<file path="src/rtl/lsa_pkg.sv">
package lsa_pkg;

  typedef enum logic [1:0] {
    SZ_BYTE = 2'b00,
    SZ_HALF = 2'b01,
    SZ_WORD = 2'b10,
    SZ_WALT = 2'b11
  } acc_size_e;

  // Bytes covered by one access of the given size on a bus of 'lanes' bytes.
  function automatic int unsigned size_bytes(acc_size_e s, int unsigned lanes);
    case (s)
      SZ_BYTE: size_bytes = 1;
      SZ_HALF: size_bytes = 2;
      default: size_bytes = lanes;
    endcase
  endfunction

endpackage

</file>
<file path="src/rtl/lsa_fault_check.sv">
module lsa_fault_check
  import lsa_pkg::*;
#(
  parameter int LANES = 4,
  localparam int OFF_W = $clog2(LANES)
) (
  input  acc_size_e        size,
  input  logic [OFF_W-1:0] off,
  output logic             misalign
);
  logic [OFF_W-1:0] need_zero;

  // Offset bits below the access size must be zero.
  always_comb begin
    need_zero = OFF_W'(size_bytes(size, LANES) - 1);
    misalign  = |(off & need_zero);
  end
endmodule

</file>
<file path="src/rtl/lsa_store_path.sv">
module lsa_store_path
  import lsa_pkg::*;
#(
  parameter int DATA_W = 32,
  localparam int LANES = DATA_W / 8,
  localparam int OFF_W = $clog2(LANES)
) (
  input  acc_size_e         size,
  input  logic [OFF_W-1:0]  off,
  input  logic [DATA_W-1:0] reg_val,
  output logic [DATA_W-1:0] lane_data,
  output logic [LANES-1:0]  lane_hit
);
  for (genvar ln = 0; ln < LANES; ln++) begin : g_lane
    localparam int HALF_SLOT = ln / 2;
    localparam int IN_HALF   = ln % 2;

    always_comb begin
      case (size)
        SZ_BYTE: begin
          lane_data[ln*8 +: 8] = reg_val[7:0];
          lane_hit[ln]         = (off == OFF_W'(ln));
        end
        SZ_HALF: begin
          lane_data[ln*8 +: 8] = reg_val[IN_HALF*8 +: 8];
          lane_hit[ln]         = (off[OFF_W-1:1] == (OFF_W-1)'(HALF_SLOT));
        end
        default: begin
          lane_data[ln*8 +: 8] = reg_val[ln*8 +: 8];
          lane_hit[ln]         = 1'b1;
        end
      endcase
    end
  end
endmodule

</file>
<file path="src/rtl/lsa_load_path.sv">
module lsa_load_path
  import lsa_pkg::*;
#(
  parameter int DATA_W = 32,
  localparam int LANES = DATA_W / 8,
  localparam int OFF_W = $clog2(LANES)
) (
  input  acc_size_e         size,
  input  logic [OFF_W-1:0]  off,
  input  logic              sign_ext,
  input  logic [DATA_W-1:0] bus_word,
  output logic [DATA_W-1:0] value
);
  function automatic logic [DATA_W-1:0] widen8(logic [7:0] v, logic s);
    widen8 = {{(DATA_W-8){s & v[7]}}, v};
  endfunction

  function automatic logic [DATA_W-1:0] widen16(logic [15:0] v, logic s);
    widen16 = {{(DATA_W-16){s & v[15]}}, v};
  endfunction

  logic [DATA_W-1:0] byte_aligned;
  logic [DATA_W-1:0] half_aligned;

  always_comb begin
    byte_aligned = bus_word >> {off, 3'b000};
    half_aligned = bus_word >> {off[OFF_W-1:1], 4'b0000};
    case (size)
      SZ_BYTE: value = widen8(byte_aligned[7:0], sign_ext);
      SZ_HALF: value = widen16(half_aligned[15:0], sign_ext);
      default: value = bus_word;
    endcase
  end
endmodule

</file>
<file path="src/rtl/lsa_aligner.sv">
module lsa_aligner
  import lsa_pkg::*;
#(
  parameter int DATA_W  = 32,
  parameter bit OUT_REG = 1'b1,
  localparam int LANES  = DATA_W / 8,
  localparam int OFF_W  = $clog2(LANES)
) (
  input  logic              clk,
  input  logic              rst_n,
  input  logic [1:0]        size_i,
  input  logic [OFF_W-1:0]  off_i,
  input  logic              ld_signed_i,
  input  logic              st_en_i,
  input  logic [DATA_W-1:0] wr_reg_i,
  input  logic [DATA_W-1:0] rd_word_i,
  output logic [DATA_W-1:0] wr_data_o,
  output logic [LANES-1:0]  wr_strb_o,
  output logic [DATA_W-1:0] rd_data_o,
  output logic              align_fault_o
);
  acc_size_e         acc_size;
  logic              misalign_evt;
  logic [DATA_W-1:0] store_word;
  logic [LANES-1:0]  lane_hit;
  logic [LANES-1:0]  strb_next;
  logic [DATA_W-1:0] load_value;
  logic [DATA_W-1:0] rd_next;
  logic              store_go;

  assign acc_size = acc_size_e'(size_i);

  lsa_fault_check #(.LANES(LANES)) u_fault (
    .size     (acc_size),
    .off      (off_i),
    .misalign (misalign_evt)
  );

  lsa_store_path #(.DATA_W(DATA_W)) u_store (
    .size      (acc_size),
    .off       (off_i),
    .reg_val   (wr_reg_i),
    .lane_data (store_word),
    .lane_hit  (lane_hit)
  );

  lsa_load_path #(.DATA_W(DATA_W)) u_load (
    .size     (acc_size),
    .off      (off_i),
    .sign_ext (ld_signed_i),
    .bus_word (rd_word_i),
    .value    (load_value)
  );

  assign store_go  = st_en_i & ~misalign_evt;
  assign strb_next = store_go ? lane_hit : '0;
  assign rd_next   = misalign_evt ? '0 : load_value;

  if (OUT_REG) begin : g_reg
    always_ff @(posedge clk or negedge rst_n) begin
      if (!rst_n) begin
        wr_data_o     <= '0;
        wr_strb_o     <= '0;
        rd_data_o     <= '0;
        align_fault_o <= 1'b0;
      end else begin
        wr_data_o     <= store_word;
        wr_strb_o     <= strb_next;
        rd_data_o     <= rd_next;
        align_fault_o <= misalign_evt;
      end
    end
  end else begin : g_comb
    assign wr_data_o     = store_word;
    assign wr_strb_o     = strb_next;
    assign rd_data_o     = rd_next;
    assign align_fault_o = misalign_evt;
  end
endmodule

</file>
<file path="config.mk">
export PLATFORM = sky130hd
export DESIGN_NAME = lsa_aligner
export DESIGN_NICKNAME = d
export VERILOG_FILES = /design/src/rtl/lsa_pkg.sv /design/src/rtl/lsa_fault_check.sv /design/src/rtl/lsa_store_path.sv /design/src/rtl/lsa_load_path.sv /design/src/rtl/lsa_aligner.sv
export SDC_FILE = /design/constraint.sdc
export NUM_CORES = 1
export LEC_CHECK = 0
export ABC_CLOCK_PERIOD_IN_PS = 800
export BUFFER_PORTS_ARGS = -buffer_cell sky130_fd_sc_hd__buf_2
export CORE_MARGIN = 2
export CORE_UTILIZATION = 50
export CTS_CLUSTER_SIZE = 28
export DETAILED_ROUTE_END_ITERATION = 10
export PLACE_DENSITY = 0.84
export SLEW_MARGIN = 20
export SYNTH_ARGS = -nofsm -noshare
export SYNTH_HDL_FRONTEND = slang
export SYNTH_SLANG_ARGS = --single-unit
</file>
<file path="constraint.sdc">
create_clock -name clk -period 0.8 [get_ports clk]
set_input_delay 0.04 -clock clk [delete_from_list [all_inputs] [get_ports clk]]
set_output_delay 0.04 -clock clk [all_outputs]
set_load 0.02 [all_outputs]
</file>
==> reports/qor.yml, run 1 <==
logic_synthesis:
  synth_top_area_share_pct: 57.60
  synth_most_common_cell: "dfrtp_1"
  synthCells: 248
  yosys-top-cells-area: "dfrtp_1 58%, mux2_2 9.0%, a2111oi_2 5.0%"
  ys_top_cells_by_count: "69 x dfrtp_1, 33 x inv_1, 24 x mux2_2"
  synth_edf_count: 0
  synthesis.nets: 321
  syn_area_um2: 2998
  synth.yosys.seq_area_share_pct: 57.60
  synthFlopType: "dfrtp_1"
  async_flop_share_pct: 100.0
  synth_seq_cells: 69
  yosysTopAreaCell: "dfrtp_1"
  ys_warn_count: 0
  avgSynthCellArea_um2: 12.09
  synth_cell_types: 31
outcome:
  lastStage: "clock tree synthesis"
  outcome: "stopped before the end"
  first-error: "[ERROR DPL-0033] detailed placement checks failed during check placement."
clock_tree:
  post-cts-setup-buffer-count: 7
  htree_levels: 3
  cts_made_buffers: 9
  clk_path_buf_depth: 2
  root_buffer: "clkbuf_8"
  hold_buffers: 48
  clock_sinks: 69
  cts-resized-gates: 201
placed_design:
  port_buffers: 140
  placed_cells: 482
  routabilityCongestion: 0.8490
  dp_hpwl_mm: 6.070
die:
  die_w_um: 81.43
  num_rows: 28
  die_h_um: 81.43
  ios: 141
  start_util_pct: 51.24
cells by family after synthesis:
| family | synth area share [%] |
|---|---|
| and+or+nand+nor | 5.134 |
| buffers and inverters | 6.845 |
| adders and majority gates | 0.4173 |
| DFF | 57.60 |
| AOI/OAI and AO/OA | 17.57 |
| muxes | 12.44 |
per-stage QoR:
step	area [um2]	setup WS, ps	TNS [ps]	utilization, %
floorplan	3176	-848.3	-33710	-
global placement	4104	-709.3	-32550	70.15
detailed placement	4104	-848.0	-36240	70.15
==> run 2: changes to the inputs <==
--- a/config.mk
+++ b/config.mk
@@ -8,10 +8,9 @@
 export ABC_CLOCK_PERIOD_IN_PS = 800
 export BUFFER_PORTS_ARGS = -buffer_cell sky130_fd_sc_hd__buf_2
 export CORE_MARGIN = 2
-export CORE_UTILIZATION = 50
-export CTS_CLUSTER_SIZE = 28
+export CORE_UTILIZATION = 40
 export DETAILED_ROUTE_END_ITERATION = 10
-export PLACE_DENSITY = 0.84
+export PLACE_DENSITY_LB_ADDON = 0.15
 export SLEW_MARGIN = 20
 export SYNTH_ARGS = -nofsm -noshare
 export SYNTH_HDL_FRONTEND = slang
==> reports/qor.yml, run 2 <==
timing:
  tightest_slew_ps: 398.2
  slew_violations: 0
  maxSlewHeadroom_pct: 73.21
  period_share_pct: 141.9
  rsz0062_at_grt: "yes"
  timing.fmax_ghz: 0.8809
  whs_ps: -37.29
  final.setup.worst_slack_ps: -335.2
  period_needed_ps: 1135
  setup_viol_count_final: 113
  setup_tns_ps: -15700
  hold_viol: 5
clock_tree:
  hold_buffers: 49
  clock_sinks: 69
  cts.reportedPaths.clkPinSlew_ps: 70
  cts_tree: "yes"
  cts_made_buffers: 9
  htree_levels: 3
  clk_path_buf_depth: 2
  root_buffer: "clkbuf_8"
critical_path:
  path_cells: "buf_8 > buf_4 > o21ai_4 > buf_4 > nand3b_1 > o22ai_1"
  cp-end-kind: "register"
  required_ps: 1050
  crit_family: "compound AO/OA/AOI/OAI gates"
  slowest_stage: "o21ai_4"
  crit_path_frequent_cell: "buf_4"
  critPathLaunchType: "primary input"
  worstSetupPathType: "primary input to register"
  arrival_ps: 1390
  crit_buf_inv: 3
  max_stage_delay_ps: 320
  cp_max_fo: 14
grt:
  overflow: 0
  grt_max_degree: 70
  antenna_found_initial: 0
  grt_pass1_vias: 3182
  grt_pass1_wl_mm: 16.88
  grtUsageTotal_pct: 26.23
die:
  die_h_um: 90.57
  num_rows: 31
  ios: 141
  core_area_um2: 7253
  die_w_um: 90.57
  die_area_um2: 8203
  start_util_pct: 41.33
outcome:
  violations: "negative hold slack, negative setup slack"
  outcome: "finished, violations left"
layout:
  layout_commonest_cell: "buf_6"
  reg_top3: "rd_data_o x32, wr_data_o x32, wr_strb_o x4"
  drive_gt1_share_pct: 58.82
  diodes: 0
  layout_common_cells: "90 x buf_6, 69 x dfrtp_1, 67 x buf_2"
  fin_util_pct: 83.54
  area_growth_pct: 102.1
  n_fill_cell: 375
  nets: 562
  fin_area_um2: 6060
power_and_ir_drop:
  pwr_density_cell_nw_per_um2: 1629
  ir_worst_vdd_v: 0.0008947
  total_power_mw: 9.871
  leakage_nw: 2.836
route:
  drtIter0Drc: 149
  viasPerCell: 5.150
  routedWlPerCell_um: 19.06
  wl_met2_mm: 5.969
  ant_nets: 0
  drc: 0
  top_layer_used: "met4"
  wl_met1_mm: 4.576
  wl_met3_um: 647
  num_vias: 3049
  first_pass_iters: 4
  drt_wl_total_mm: 11.28
logic_synthesis:
  synthFlopType: "dfrtp_1"
  synth_top_area_share_pct: 57.60
  syn_area_um2: 2998
  avgSynthCellArea_um2: 12.09
  async_flop_share_pct: 100.0
  synthesis.nets: 321
  synth.yosys.seq_area_share_pct: 57.60
  ys_warn_count: 0
  yosys-top-cells-area: "dfrtp_1 58%, mux2_2 9.0%, a2111oi_2 5.0%"
  yosysTopAreaCell: "dfrtp_1"
  synth_most_common_cell: "dfrtp_1"
  ys_top_cells_by_count: "69 x dfrtp_1, 33 x inv_1, 24 x mux2_2"
  synth_cell_types: 31
  synth_edf_count: 0
  synthCells: 248
  synth_seq_cells: 69
worst_hold_path:
  hold_class: "primary input to register"
placed_design:
  routabilityCongestion: 0.8371
  placed_cell_area_um2: 4136
  port_buffers: 140
  dp_hpwl_mm: 5.940
run:
  drv_cap: 0
[run 2: cell counts after synthesis]
No cell type changed its count.
[run 2: stage by stage]
stage	setup slack (ps)	cells
finish	-335.2	592
global route	-389.6	592
CTS	-277.8	581
detailed placement	-781.0	506
global placement	-744.9	506
floorplan	-848.3	248
[run 2: worst paths after layout]
kind	start	to	slack, ps	depth (start not counted)
setup / recovery	size_i[0]	rd_data_o[6]	-340	6
hold / removal	rd_word_i[16]	rd_data_o[16]	-40	3
max in group asynchronous	rst_n	rd_data_o[24]	240	3
min in group asynchronous	rst_n	rd_data_o[14]	240	3
[run 2: cell type report]
type                            count  area (um2)  area share (%)
Timing Repair Buffer              247        2355           38.86
Sequential cell                    69        1727           28.49
Multi-Input combinational cell    129        1551           25.60
Clock buffer                       12       155.1           2.560
Inverter                           33       126.4           2.085
Tap cell                           99       123.9           2.044
Clock inverter                      3       21.27          0.3510
[run 2: cell families after synthesis]
group	synth area share, %
muxes	12.44
AOI/OAI and AO/OA	17.57
DFF	57.60
adders and majority gates	0.4173
buffers and inverters	6.845
and+or+nand+nor	5.134
[run 2: power by group]
part | internal, mW | leakage (nW) | switching (mW) | total [mW]
clock | 1.28 | 0.0884 | 1.31 | 2.59
sequential | 3.77 | 0.867 | 0.152 | 3.92
combinational | 1.78 | 1.88 | 1.58 | 3.36
total | 6.83 | 2.84 | 3.05 | 9.87
[run 2: metal layers]
layer  GRT usage [%]  vias to the layer above
li1                -                     1375
met5               0                        -
met3           5.760                        8
met1           33.22                     1535
met4           8.205                        0
met2           44.84                      131
[run 2: what timing repair did]
item                                    in CTS  in global routing
resized for setup                          211                 42
pin swaps                                   17                 25
endpoints found under the setup margin     122                122
setup buffers                                6                 11
hold endpoints to repair                   131                  3
gates cloned                                 5                  1
[run 2: tightest hold or removal path, stage by stage]
cell,delay [ps]
buf_2,100
inv_1,60
a2111oi_2,60
Power figures use the tool's default switching activity.
